File: config.mk
export PLATFORM = sky130hd
export DESIGN_NAME = bitslip_deser
export DESIGN_NICKNAME = d
export VERILOG_FILES = /design/src/rtl/bitslip_deser_pkg.sv /design/src/rtl/bitslip_deser_ctrl.sv /design/src/rtl/bitslip_deser_slip.sv /design/src/rtl/bitslip_deser_lane.sv /design/src/rtl/bitslip_deser.sv
export SDC_FILE = /design/constraint.sdc
export NUM_CORES = 1
export LEC_CHECK = 0
export BUFFER_PORTS_ARGS = -buffer_cell sky130_fd_sc_hd__buf_2
export CELL_PAD_IN_SITES_DETAIL_PLACEMENT = 0
export CELL_PAD_IN_SITES_GLOBAL_PLACEMENT = 1
export CORE_MARGIN = 1.5
export CORE_UTILIZATION = 51
export CTS_BUF_LIST = sky130_fd_sc_hd__clkbuf_8
export DETAILED_ROUTE_END_ITERATION = 6
export PLACE_DENSITY_LB_ADDON = 0.1
export SYNTH_ARGS = -nofsm -noshare
export SYNTH_HDL_FRONTEND = slang
export SYNTH_HIERARCHICAL = 1
export SYNTH_SLANG_ARGS = --single-unit
File: constraint.sdc
create_clock -name clk -period 5.72 [get_ports clk]
set_input_delay 0.858 -clock clk [delete_from_list [all_inputs] [get_ports clk]]
set_output_delay 0.858 -clock clk [all_outputs]
set_load 0.05 [all_outputs]
File: src/rtl/bitslip_deser_pkg.sv
`timescale 1ns/1ps
package bitslip_deser_pkg;

    // Capture sequencing states
    typedef enum logic {
        ST_WAIT = 1'b0,  // no lock: bit counter held, nothing captured
        ST_RUN  = 1'b1   // capturing one bit per clock
    } deser_state_t;

    // Width of a counter able to hold values 0..n-1 (at least one bit)
    function automatic int cnt_width(input int n);
        return (n > 1) ? $clog2(n) : 1;
    endfunction

endpackage

File: src/rtl/bitslip_deser_ctrl.sv
`timescale 1ns/1ps
module bitslip_deser_ctrl
    import bitslip_deser_pkg::*;
#(
    parameter int FACTOR = 8
) (
    input  logic         clk,
    input  logic         rst,
    input  logic         lock_i,
    output logic         shift_en,
    output logic         tick,
    output deser_state_t state
);
    localparam int CW = cnt_width(FACTOR);
    localparam logic [CW-1:0] LAST_BIT = CW'(FACTOR - 1);

    deser_state_t st_nxt;
    logic [CW-1:0] bcnt;

    // next-state logic: LOCK_SEEN and LOCK_LOST
    always_comb begin
        st_nxt = state;
        unique case (state)
            ST_WAIT: if (lock_i)  st_nxt = ST_RUN;   // LOCK_SEEN
            ST_RUN:  if (!lock_i) st_nxt = ST_WAIT;  // LOCK_LOST
        endcase
    end

    // state register
    always_ff @(posedge clk) begin
        if (rst) state <= ST_WAIT;
        else     state <= st_nxt;
    end

    // outputs of the state machine
    always_comb begin
        shift_en = 1'b0;
        unique case (state)
            ST_WAIT: shift_en = 1'b0;
            ST_RUN:  shift_en = lock_i;
        endcase
        tick = shift_en && (bcnt == LAST_BIT);
    end

    // bit position inside the current word
    always_ff @(posedge clk) begin
        if (rst || !shift_en)  bcnt <= '0;
        else if (bcnt == LAST_BIT) bcnt <= '0;
        else                   bcnt <= bcnt + 1'b1;
    end

endmodule

File: src/rtl/bitslip_deser_slip.sv
`timescale 1ns/1ps
module bitslip_deser_slip
    import bitslip_deser_pkg::*;
#(
    parameter int ROLLOVER = 4
) (
    input  logic                          clk,
    input  logic                          rst,
    input  logic                          tick,
    input  logic                          slip_i,
    output logic [cnt_width(ROLLOVER)-1:0] ofs
);
    localparam int SW = cnt_width(ROLLOVER);
    localparam logic [SW-1:0] OFS_MAX = SW'(ROLLOVER - 1);

    logic slip_meta, slip_sync, slip_prev;
    logic slip_edge;

    // sampled in the word-rate domain; edge seen once per level rise
    always_ff @(posedge clk) begin
        if (rst) begin
            slip_meta <= 1'b0;
            slip_sync <= 1'b0;
            slip_prev <= 1'b0;
        end else if (tick) begin
            slip_meta <= slip_i;
            slip_sync <= slip_meta;
            slip_prev <= slip_sync;
        end
    end

    assign slip_edge = tick && slip_sync && !slip_prev;

    // added serial latency, wraps to zero after ROLLOVER slips
    always_ff @(posedge clk) begin
        if (rst)            ofs <= '0;
        else if (slip_edge) ofs <= (ofs == OFS_MAX) ? '0 : ofs + 1'b1;
    end

endmodule

File: src/rtl/bitslip_deser_lane.sv
`timescale 1ns/1ps
module bitslip_deser_lane
    import bitslip_deser_pkg::*;
#(
    parameter int FACTOR   = 8,
    parameter int ROLLOVER = 4,
    parameter bit REG_OUT  = 1'b1
) (
    input  logic                           clk,
    input  logic                           rst,
    input  logic                           shift_en,
    input  logic                           tick,
    input  logic                           ser_i,
    input  logic [cnt_width(ROLLOVER)-1:0] ofs,
    output logic [FACTOR-1:0]              word_o
);
    localparam int W = FACTOR + ROLLOVER - 1;

    logic [W-1:0]      sh;
    logic [W-1:0]      sh_nxt;
    logic [FACTOR-1:0] word_sel;

    generate
        if (W == 1) begin : g_one
            assign sh_nxt = ser_i;
        end else begin : g_many
            assign sh_nxt = {sh[W-2:0], ser_i};
        end
    endgenerate

    // newest bit in position 0; older bits move upward
    always_ff @(posedge clk) begin
        if (rst)           sh <= '0;
        else if (shift_en) sh <= sh_nxt;
    end

    // window delayed by ofs bits; oldest bit lands in the MSB
    assign word_sel = sh_nxt[ofs +: FACTOR];

    generate
        if (REG_OUT) begin : g_reg
            logic [FACTOR-1:0] word_q;
            always_ff @(posedge clk) begin
                if (rst)       word_q <= '0;
                else if (tick) word_q <= word_sel;
            end
            assign word_o = word_q;
        end else begin : g_comb
            assign word_o = word_sel;
        end
    endgenerate

endmodule

File: src/rtl/bitslip_deser.sv
`timescale 1ns/1ps
module bitslip_deser
    import bitslip_deser_pkg::*;
#(
    parameter int LANES    = 2,
    parameter int FACTOR   = 8,
    parameter int ROLLOVER = 4,
    parameter bit REG_OUT  = 1'b1
) (
    input  logic                     clk,
    input  logic                     rst,
    input  logic                     lock_i,
    input  logic [LANES-1:0]         ser_i,
    input  logic [LANES-1:0]         slip_i,
    output logic [LANES*FACTOR-1:0]  word_o,
    output logic                     word_vld_o
);
    localparam int SW = cnt_width(ROLLOVER);

    logic              shift_en_w;
    logic              tick_w;
    deser_state_t      st_w;
    logic [LANES*SW-1:0] ofs_all;

    bitslip_deser_ctrl #(.FACTOR(FACTOR)) i_ctrl (
        .clk      (clk),
        .rst      (rst),
        .lock_i   (lock_i),
        .shift_en (shift_en_w),
        .tick     (tick_w),
        .state    (st_w)
    );

    generate
        for (genvar l = 0; l < LANES; l++) begin : g_lane
            bitslip_deser_slip #(.ROLLOVER(ROLLOVER)) i_slip (
                .clk    (clk),
                .rst    (rst),
                .tick   (tick_w),
                .slip_i (slip_i[l]),
                .ofs    (ofs_all[l*SW +: SW])
            );
            bitslip_deser_lane #(
                .FACTOR   (FACTOR),
                .ROLLOVER (ROLLOVER),
                .REG_OUT  (REG_OUT)
            ) i_lane (
                .clk      (clk),
                .rst      (rst),
                .shift_en (shift_en_w),
                .tick     (tick_w),
                .ser_i    (ser_i[l]),
                .ofs      (ofs_all[l*SW +: SW]),
                .word_o   (word_o[l*FACTOR +: FACTOR])
            );
        end

        if (REG_OUT) begin : g_vld_reg
            logic vld_q;
            always_ff @(posedge clk) begin
                if (rst) vld_q <= 1'b0;
                else     vld_q <= tick_w;
            end
            assign word_vld_o = vld_q;
        end else begin : g_vld_comb
            assign word_vld_o = tick_w;
        end
    endgenerate

endmodule

Yosys cells after proc, flatten, opt, wreduce, memory -nomap -nowiden. Cells that the tools add are included.

Register bits: 51. Input port bits: 7. Output and inout port bits: 17. Word-level logic and storage cells: 38.

$add $sub $neg: 3. Equality and inequality tests: 3. Shifts and indexed selects: 2. Multiplexer cells: 4. Bitwise operators: 1. Reductions and logical operators: 10.

Operators with widths (number): 11-bit by 3-bit indexed part select with 8-bit output (2); 1-bit logical AND (5); 2-bit by 1-bit adder with 2-bit output (second input constant) (2); 2-bit == test (second input constant) (2); 2-bit two-way mux (2); 3-bit by 1-bit adder with 3-bit output (second input constant) (1); 3-bit == test (second input constant) (1); 1-bit zero test (3); 1-bit one-hot mux with 2 select lines (1); 2-bit OR reduction (1); 1-bit logical OR (1); 1-bit two-way mux (1); 1-bit inverter (1).

Depth between registers and ports, before layout. Gate-level depths: netlist of the first run.

Depth after elaboration: 5. Mapped depth: 7. Depth with buffers taken out: 5.

By module. Netlist of the first run, hierarchy kept.

Modules (own cells, without submodules): bitslip_deser_lane (instances 2, cells an instance 71, area an instance 774.5 um^2, sequential area each 360.3 um^2); bitslip_deser_slip (instances 2, cells an instance 19, area an instance 216.5 um^2, sequential area each 100.1 um^2); bitslip_deser_ctrl (instances 1, cells an instance 13, area an instance 157.7 um^2, sequential area each 80.1 um^2); bitslip_deser (instances 1, cells an instance 2, area an instance 33.8 um^2, sequential area each 20.0 um^2).

Least setup slack after synthesis of the first run. No wires, ideal clock.

Kind: input to register. Start point: in lock_i. End point: reg g_lane[0].i_lane.g_reg.word_q[7]. Setup time: 0.085 ns. Arrival: 2.088 ns. Data required time: 5.635 ns. Setup slack: 3.547 ns. Cell stages on the path: 5. Buffers on the path: 2. Path through: and3_1 -> buf_4 -> or3b_1 -> buf_2 -> o221ai_1.

Cells in the longest elaborated chain, start to end: 2.

Ends and longest elaborated chain: start, declared (line bitslip_deser.sv:12) `input logic lock_i,`; 1-bit one-hot mux with 2 select lines (line bitslip_deser_ctrl.sv:38) `unique case (state)`; 1-bit logical AND (line bitslip_deser_ctrl.sv:42) `tick = shift_en && (bcnt == LAST_BIT);`; end signal, assigned (line bitslip_deser_lane.sv:45) `else if (tick) word_q <= word_sel;`; end, declared (line bitslip_deser_lane.sv:42) `logic [FACTOR-1:0] word_q;`.

No other way between the ends. A chain may end at the register's enable or synchronous reset.

Worst setup path after layout of the first run.
Start point: reg i_ctrl.bcnt[0]. End point: reg g_lane[1].i_lane.g_reg.word_q[5].

Cells in the longest elaborated chain, start to end: 2.

Ends and longest elaborated chain: start, declared (line bitslip_deser_ctrl.sv:18) `logic [CW-1:0] bcnt;`; start signal, assigned (line bitslip_deser_ctrl.sv:49) `else bcnt <= bcnt + 1'b1;`; 3-bit == test (line bitslip_deser_ctrl.sv:42); 1-bit logical AND (line bitslip_deser_ctrl.sv:42); net tick_w (line bitslip_deser.sv:21) `logic tick_w;`; end signal, assigned (line bitslip_deser_lane.sv:45); end, declared (line bitslip_deser_lane.sv:42).

The timed path passes the listed nets, and every way through them passes these cells.

==> metrics.md, run 1 <==
| Metric | Value |
|---|---|
| Fin Setup TNS | 0 ns |
| First-pass GRT wire length | 6160 um |
| Drt drc | 0 |
| Power per Cell Area | 260 nW/um2 |
| Fin. Hold Viols | 0 |
| Cell Area, Synth | 2170 um2 |
| Max incr delay on CP | 0.84 ns |
| Tot Pwr | 0.626 mW |
| All-Layer GR Usage | 0.181 |
| CORE AREA | 4060 um2 |
| Top Family by Delay on Critical Path | simple AND/OR/NAND/NOR gates |
| Io pins | 24 |
| Post_cts resized | 0 |
| Clock transition at path regs | 0.08 ns |
| Cells after DPL | 256 |
| Maximum VDD drop | 0.166 mV |
| Fin nets | 224 |
| Clock Tree Buf Depth | 2 |
| Die Height | 68.3 um |
| Drt via density | 5.66 |
| IO buf count | 23 |
| DRT Pass-1 Iters | 4 |
| Leakage | 0.883 nW |
| RSZ-0062 raised after global routing | no |
| Cell accounting for the most synthesized area | dfxtp_1 |
| Antenna violations before repair | 0 |
| Antenna fix cells | 0 |
| Final Max Slew Viols | 0 |
| Tmin final | 2.38 ns |
| CTS buffer count | 5 |
| Row count | 23 |
| Post-synthesis net count | 206 |
| ANT nets after route | 0 |
| Finished Layout Cells | 264 |
| Worst endpoint required time | 5.94 ns |
| DP HPWL | 2590 um |
| Share of layout cells above drive strength 1 | 0.248 |
| CP dominant cell by count | ha_1 |
| Seq/Total Area, Yosys | 0.470 |
| #FFs+latches synth | 51 |
| # Post-CTS Setup Buffers | 0 |
| Least-Margin Pin Slew | 1.14 ns |
| Initial DRC count | 83 |
| WP buf/inv | 0 |
| Most frequent cells in the layout | dfxtp_1 (51), mux2i_1 (46), nor2_1 (26), buf_2 (23) |
| GR Overflow Total | 0 |
| F_max | 0.420 GHz |
| Nature of the critical path endpoint | flop |
| Worst setup SP type | flop |
| Mapped Cells | 195 |
| Synth unique cells | 23 |
| Clock sinks | 51 |
| CTS H-tree depth | 2 |
| WP data arrival | 2.60 ns |
| Via count | 1,495 |
| RePlAce Congestion | 0.799 |
| Ranking of synthesized cells by area | dfxtp_1 (47%), mux2i_1 (21%), o221ai_1 (6.4%), or3b_2 (6.4%), nor2_1 (4.5%) |
| Effective utilization at floorplan | 0.536 |
| Vias in the first global route | 1,375 |
| Final period util | 0.417 |
| CTS Hold Buffers Added | 0 |
| Final setup viols | 0 |
| Critical path, cell by cell | ha_1, ha_1, and3_1, or3b_1, o221ai_1 |
| CP max FO | 29 |
| Finished Core Util | 0.594 |
| Final WL | 3830 um |
| Status | completed |
| Slew headroom | 0.237 |
| Die X | 68.3 um |
| CTS tree | done |
| Critical-path top delay cell | and3_1 |
| Worst hold path type | reg -> reg |
| Yosys warns | 6 |
| Top-area cell type share of the netlist area | 0.470 |
| Avg Cell Area, Syn | 11.1 um2 |
| WS Path Type | reg -> reg |
| MaxCap Viol Count | 0 |
| Area Overhead vs Synth | 10.8% |
| Root buffer cell | clkbuf_8 |
| Commonest non-fill, non-tap cell in the layout | dfxtp_1 |
| Worst-Skew Late Latency | 0.30 ns |
| Clock skew | 0.00175 ns |
| Die area | 4660 um2 |
| Routed wire per std cell | 14.5 um |
| Largest net degree at the start of global routing | 58 |
[metrics by stage]
step                      setup slack, ns  area, um2  hold slack (ns)
after floorplan                      3.55       2170            0.411
after global placement               3.19       2290            0.418
after detailed placement             3.07       2290            0.433
after CTS                            3.35       2410            0.448
after global routing                 3.13       2410            0.475
final                                3.34       2410            0.444
[sequential cells by signal (all words and copies together) (netlist names)]
name                     count
i_ctrl/bcnt                  3
g_lane.i_slip/slip_meta      2
g_lane.i_slip/slip_sync      2
i_ctrl/state                 1
word_vld_o                   1
g_lane.i_lane/word_o        16
g_lane.i_lane/sh            20
g_lane.i_slip/ofs            4
g_lane.i_slip/slip_prev      2
[metal layers]
layer | track usage | share of wire | vias to the layer above
li1 | - | - | 741
met1 | 0.195 | 0.45 | 716
met2 | 0.325 | 0.48 | 29
met3 | 0.0362 | 0.045 | 9
met4 | 0.105 | 0.021 | 0
met5 | 0 | 0 | -
[path summary, 6_finish.rpt]
path                  start  cells past startpoint                         end  slack [ns]
min          i_ctrl/bcnt[0]                      1              i_ctrl/bcnt[0]        0.44
min reg2reg  i_ctrl/bcnt[0]                      1              i_ctrl/bcnt[0]        0.44
max reg2reg  i_ctrl/bcnt[0]                      5  g_lane[1].i_lane/word_o[5]        3.34
max          i_ctrl/bcnt[0]                      5  g_lane[1].i_lane/word_o[5]        3.34
[final cells by class]
type / count / area [um2]
Sequential cell: 51 / 1020
Timing Repair Buffer: 23 / 115
Multi-Input combinational cell: 132 / 1090
Clock buffer: 6 / 82.6
Fill cell: 352 / 1650
Tap cell: 50 / 62.6
Clock inverter: 2 / 35.0
[kinds of logic (layout without fill, tap and decap cells)]
logic type | Yosys count | in the layout | synth area share
and+or+nand+nor | 64 | 64 | 0.189
DFF | 51 | 51 | 0.470
muxes | 48 | 48 | 0.226
AOI/OAI and AO/OA | 16 | 16 | 0.0645
buffers and inverters | 12 | 31 | 0.0276
adders and majority gates | 4 | 4 | 0.0230
[synthesized netlist by cell type (all sizes together)]
library cell / instances
and2b: 2
nor3: 2
and3b: 2
nor2b: 3
o221ai: 16
and3: 1
or3b: 18
mux2i: 46
clkbuf: 6
mux2: 2
nand2b: 4
dfxtp: 51
ha: 4
nor2: 26
and4bb: 1
buf: 6
and2: 3
nand3b: 2
[report_power, final]
part	switching, mW	leakage [nW]	internal, mW
clock	0.111	0.0612	0.141
sequential	0.000804	0.411	0.356
combinational	0.0100	0.411	0.00632
(Power assumes the default switching activity.)
==> run 2: changes to the inputs <==
--- a/config.mk
+++ b/config.mk
@@ -5,11 +5,12 @@
 export SDC_FILE = /design/constraint.sdc
 export NUM_CORES = 1
 export LEC_CHECK = 0
+export ABC_AREA = 1
 export BUFFER_PORTS_ARGS = -buffer_cell sky130_fd_sc_hd__buf_2
 export CELL_PAD_IN_SITES_DETAIL_PLACEMENT = 0
 export CELL_PAD_IN_SITES_GLOBAL_PLACEMENT = 1
 export CORE_MARGIN = 1.5
-export CORE_UTILIZATION = 51
+export CORE_UTILIZATION = 44
 export CTS_BUF_LIST = sky130_fd_sc_hd__clkbuf_8
 export DETAILED_ROUTE_END_ITERATION = 6
 export PLACE_DENSITY_LB_ADDON = 0.1
==> constraint.sdc (replaced) <==
create_clock -name clk -period 2.3 [get_ports clk]
set_input_delay 0.345 -clock clk [delete_from_list [all_inputs] [get_ports clk]]
set_output_delay 0.345 -clock clk [all_outputs]
set_load 0.05 [all_outputs]
==> metrics.md, run 2 <==
| Metric | Value |
|---|---|
| Clock transition at path regs | 0.10 ns |
| # Post-CTS Setup Buffers | 0 |
| Post_cts resized | 0 |
| WS Path Type | reg -> reg |
| Clock sinks | 51 |
| Clock Tree Buf Depth | 2 |
| F_max | 0.668 GHz |
| Via count | 2,068 |
| Comb pwr share | 0.066 |
| Crit path to | g_lane[1].i_slip/ofs[1] |
| Critical Path Source | i_ctrl/bcnt[0] |
| Final setup viols | 0 |
| Post-synth top cells | nor2_1 (75), nand2_1 (69), inv_1 (55) |
| Dpl ws | 0.789 ns |
| Synth unique cells | 15 |
| Row count | 27 |
| Antenna violations before repair | 0 |
| Die X | 79.1 um |
| GR Overflow Total | 0 |
| Effective utilization at floorplan | 0.460 |
| Yosys warns | 6 |
| Cell accounting for the most synthesized area | dfxtp_1 |
| CTS tree | done |
| Fin. Hold Viols | 0 |
| CTS Hold Buffers Added | 0 |
| Internal Power | 1.25 mW |
| Die area | 6260 um2 |
| Worst setup SP type | flop |
| RSZ-0062 raised after global routing | no |
| First-pass GRT wire length | 8600 um |
| Power per Cell Area | 592 nW/um2 |
| DP HPWL | 3350 um |
| Finished Layout Cells | 444 |
| MaxCap Viol Count | 0 |
| Worst endpoint required time | 2.51 ns |
| CTS buffer count | 5 |
| Antenna fix cells | 0 |
| Worst hold path type | in -> reg |
| CP max FO | 27 |
| Hold_ws | 0.257 ns |
| Area post-placement | 2640 um2 |
| Cell Area, Synth | 2550 um2 |
| Async SR Flop Fraction | 0 |
| Drt via density | 4.66 |
| Drt drc | 0 |
| Post-synthesis net count | 364 |
| Least-Margin Pin Slew | 0.565 ns |
| Die Height | 79.1 um |
| R2R setup slack | 0.80 ns |
| Status | completed |
| Final period util | 0.651 |
| Top reg by flops | g_lane.i_lane/sh |
| Vias in the first global route | 1,843 |
| Clock network power share | 0.374 |
| Avg Cell Area, Syn | 7.22 um2 |
| IO buf count | 23 |
| Post-route cell area | 2740 um2 |
| Tot Pwr | 1.62 mW |
| Nature of the critical path endpoint | flop |
| Final Max Slew Viols | 0 |
| Number of flip-flops in the largest register | 20 |
| Fin Setup TNS | 0 ns |
| Most frequent cells in the layout | nor2_1 (74), nand2_1 (69), inv_1 (55), dfxtp_1 (51), nand3_1 (48) |
| Finished Core Util | 0.495 |
| Share of layout cells above drive strength 1 | 0.175 |
| Clock skew | 0.0122 ns |
| Commonest non-fill, non-tap cell in the layout | nor2_1 |
| WP data arrival | 1.71 ns |
| RePlAce Congestion | 0.801 |
| CORE AREA | 5540 um2 |
| Slew headroom | 0.623 |
| Most common cell in the netlist | nor2_1 |
| Routed wire per std cell | 10.8 um |
| Maximum VDD drop | 0.376 mV |
| ANT nets after route | 0 |
| All-Layer GR Usage | 0.171 |
| Top-area cell type share of the netlist area | 0.401 |
| Final Worst Setup Slack | 0.802 ns |
| R2R cell count | 8 |
| Seq/Total Area, Yosys | 0.401 |
| Worst-Skew Late Latency | 0.30 ns |
| Mapped Cells | 353 |
| Final WL | 4780 um |
| Switch Pwr | 0.371 mW |
| CTS H-tree depth | 2 |
| Reg power frac | 0.560 |
| #FFs+latches synth | 51 |
| Reg-to-reg startpoint | i_ctrl/bcnt[0] |
| Switching Fraction | 0.228 |
| Largest net degree at the start of global routing | 41 |
| Initial DRC count | 100 |
| Io pins | 24 |
| Tmin final | 1.50 ns |
| Cells after DPL | 437 |
| Ranking of synthesized cells by area | dfxtp_1 (40%), nor2_1 (11%), nand2_1 (10%), a211oi_2 (9.8%), nand3_1 (9.4%) |
| Fin nets | 383 |
| Main flop type after synthesis | dfxtp_1 |
| Fillers | 575 |
| Root buffer cell | clkbuf_8 |
| Area Overhead vs Synth | 7.71% |
| DRT Pass-1 Iters | 4 |
| Leakage | 1.27 nW |
| R2r endpoint | g_lane[1].i_slip/ofs[1] |
| Post-synth EDFFs | 0 |
==> run 2: cell count changes in the layout (fill, tap and decap cells not counted), moves of 16 or more <==
cell,previous run,this run
inv_1,0,55
nand3_1,0,48
or3b_2,16,0
mux2i_1,46,0
nor2_1,26,74
a211oi_2,0,20
o221ai_1,16,0
nand2_1,0,69
==> run 2: final cells by class <==
type / instances / area (um2) / share of cell area
repair buffers: 28 / 153 / 0.0556
well taps: 72 / 90.1 / 0.0328
multi-input cells: 227 / 1150 / 0.420
flip-flops and latches: 51 / 1020 / 0.372
clock inverters: 2 / 37.5 / 0.0137
clock buffers: 5 / 68.8 / 0.0251
inverters: 59 / 221 / 0.0807
==> run 2: critical path, stage by stage (launching register included) <==
cell     delay, ns
dfxtp_1       0.34
ha_1          0.15
ha_1          0.15
inv_1         0.06
nor2_2        0.12
buf_4         0.29
nand3_2       0.14
nor2_1        0.10
nor2_1        0.05
==> run 2: power groups by stage <==
stage / Sequential, mW / Clock [mW] / Combinational [mW]
after floorplan: 0.929 / 0 / 0.0893
after global placement: 0.930 / 0 / 0.107
after detailed placement: 0.930 / 0 / 0.108
after CTS: 0.910 / 0.631 / 0.109
after global routing: 0.913 / 0.664 / 0.123
final: 0.910 / 0.607 / 0.107
==> run 2: routing by layer <==
layer,part of all wire,vias to the layer above,GRT usage
li1,-,1130,-
met1,0.56,901,0.261
met2,0.40,32,0.238
met3,0.034,5,0.0379
met4,0.0084,0,0.0474
met5,0,-,0
==> run 2: cell families after synthesis <==
logic type               Yosys count  share of synthesized area
buffers and inverters             75                      0.148
flip-flops                        51                      0.401
AO/OA/AOI/OAI                     26                      0.110
adder cells (fa/ha/maj)            4                     0.0196
AND/OR/NAND/NOR                  197                      0.322
==> run 2: worst min-delay path by stage <==
stage | startpoint | endpoint | depth (start not counted)
floorplan | i_ctrl/bcnt[0] | i_ctrl/bcnt[0] | 1
global placement | i_ctrl/bcnt[0] | i_ctrl/bcnt[0] | 1
detailed placement | i_ctrl/bcnt[0] | i_ctrl/bcnt[0] | 1
CTS | slip_i[1] | g_lane[1].i_slip/slip_meta | 3
global route | slip_i[1] | g_lane[1].i_slip/slip_meta | 3
finish | slip_i[1] | g_lane[1].i_slip/slip_meta | 3
==> run 3: changes to the inputs <==
--- a/config.mk
+++ b/config.mk
@@ -10,7 +10,7 @@
 export CELL_PAD_IN_SITES_DETAIL_PLACEMENT = 0
 export CELL_PAD_IN_SITES_GLOBAL_PLACEMENT = 1
 export CORE_MARGIN = 1.5
-export CORE_UTILIZATION = 44
+export CORE_UTILIZATION = 40
 export CTS_BUF_LIST = sky130_fd_sc_hd__clkbuf_8
 export DETAILED_ROUTE_END_ITERATION = 6
 export PLACE_DENSITY_LB_ADDON = 0.1
==> constraint.sdc (replaced) <==
create_clock -name clk -period 1.3 [get_ports clk]
set_input_delay 0.195 -clock clk [delete_from_list [all_inputs] [get_ports clk]]
set_output_delay 0.195 -clock clk [all_outputs]
set_load 0.05 [all_outputs]
==> metrics.md, run 3 (synthesis gave the netlist of run 2 again) <==
| Metric | Value |
|---|---|
| Fin nets | 388 |
| Clock skew | 0.0103 ns |
| Leakage | 1.31 nW |
| Tmin final | 1.29 ns |
| Die Height | 82.8 um |
| Root buffer cell | clkbuf_8 |
| Comb pwr share | 0.071 |
| Power per Cell Area | 960 nW/um2 |
| F_max | 0.775 GHz |
| IO buf count | 23 |
| Switch Pwr | 0.673 mW |
| Drt via density | 4.60 |
| Area Overhead vs Synth | 13.0% |
| DP HPWL | 3430 um |
| Routed wire per std cell | 10.7 um |
| CP max FO | 15 |
| Worst setup SP type | flop |
| Worst endpoint required time | 1.51 ns |
| Largest net degree at the start of global routing | 41 |
| Reg power frac | 0.582 |
| Routed wl met2 | 1950 um |
| Via count | 2,083 |
| All-Layer GR Usage | 0.154 |
| Post-route cell area | 2880 um2 |
| Final WL | 4860 um |
| ANT nets after route | 0 |
| Share of layout cells above drive strength 1 | 0.204 |
| Vias in the first global route | 1,904 |
| Area of the multi-input gates | 1200 um2 |
| R2R cell count | 9 |
| Worst hold path type | in -> reg |
| Most frequent cells in the layout | nor2_1 (74), nand2_1 (68), inv_1 (55), dfxtp_1 (49), nand3_1 (47) |
| Dpl ws | -0.00284 ns |
| Final period util | 0.992 |
| Initial DRC count | 136 |
| GR Overflow Total | 0 |
| Antenna fix cells | 0 |
| Commonest non-fill, non-tap cell in the layout | nor2_1 |
| Fin. Hold Viols | 0 |
| First-pass GRT wire length | 8780 um |
| Number of flip-flops in the largest register | 20 |
| Maximum VDD drop | 0.386 mV |
| Routed met3 length | 152 um |
| Finished Layout Cells | 453 |
| Fin Setup TNS | 0 ns |
| Final Max Slew Viols | 0 |
| Top reg by flops | g_lane.i_lane/sh |
| CTS buffer count | 5 |
| Clock transition at path regs | 0.10 ns |
| Fillers | 611 |
| Effective utilization at floorplan | 0.423 |
| DRT Pass-1 Iters | 4 |
| Antenna violations before repair | 0 |
| WP data arrival | 1.50 ns |
| R2R setup slack | 0.01 ns |
| RSZ-0062 raised after global routing | yes |
| Die area | 6860 um2 |
| Clock sinks | 51 |
| Cells after DPL | 445 |
| Switching Fraction | 0.243 |
| Clock Tree Buf Depth | 2 |
| CORE AREA | 6030 um2 |
| Worst-Skew Late Latency | 0.31 ns |
| Nature of the critical path endpoint | flop |
| Status | completed |
| MaxCap Viol Count | 0 |
| CTS H-tree depth | 2 |
| Internal Power | 2.09 mW |
| CTS tree | done |
| WS Path Type | reg -> reg |
| Reg area | 1020 um2 |
| Final setup viols | 0 |
| Top routing layer in use | met4 |
| Clock network power share | 0.346 |
| Met1 WL | 2690 um |
| CTS Hold Buffers Added | 0 |
| RePlAce Congestion | 0.760 |
| Io pins | 24 |
| Least-Margin Pin Slew | 0.269 ns |
| Slew headroom | 0.820 |
| Tot Pwr | 2.77 mW |
| Drt drc | 0 |
| Die X | 82.8 um |
| Row count | 28 |
| Area post-placement | 2770 um2 |
| Final Worst Setup Slack | 0.0105 ns |
| Worst hold path depth | 3 |
run 3: layout make-up:
type                            count  share of cell area
Clock buffer                        6              0.0287
Timing Repair Buffer               33              0.0834
Clock inverter                      2             0.00435
Multi-Input combinational cell    227               0.419
Tap cell                           75              0.0326
Sequential cell                    51               0.355
Inverter                           59              0.0769
run 3: critical path, stage by stage (launching register included):
cell,delay [ns]
dfxtp_2,0.34
ha_4,0.16
ha_4,0.15
inv_2,0.06
nor2_4,0.04
buf_4,0.18
nor2_1,0.12
nor2_1,0.05
nand2_1,0.06
inv_1,0.03
run 3: worst paths after layout:
kind                                startpoint                    endpoint
worst min-delay path                 slip_i[0]  g_lane[0].i_slip/slip_meta
worst max register to register  i_ctrl/bcnt[0]  g_lane[1].i_lane/word_o[2]
worst min register to register  i_ctrl/bcnt[0]              i_ctrl/bcnt[0]
worst max-delay path            i_ctrl/bcnt[0]  g_lane[1].i_lane/word_o[2]
run 3: metal layers:
layer	track usage	vias up
met4	0.0500	0
met2	0.225	33
met5	0	-
met3	0.0358	5
met1	0.222	904
li1	-	1141
run 3: power groups by stage:
stage,Clock [mW],Combinational [mW],Sequential (mW)
after floorplan,0,0.159,1.64
after global placement,0,0.197,1.65
after detailed placement,0,0.200,1.65
after CTS,1.01,0.200,1.61
after global routing,1.06,0.225,1.62
final,0.958,0.197,1.61
run 3: timing repair:
action	CTS	global route
setup endpoints to repair	7	25
buffers inserted	0	0
resized for setup	2	1
run 3: through the flow:
stage / hold WS, ns / utilization
global placement: 0.412 / 0.459
detailed placement: 0.418 / 0.459
finish: 0.101 / 0.478
global route: 0.134 / 0.478
floorplan: 0.262 / -
CTS: 0.0919 / 0.477
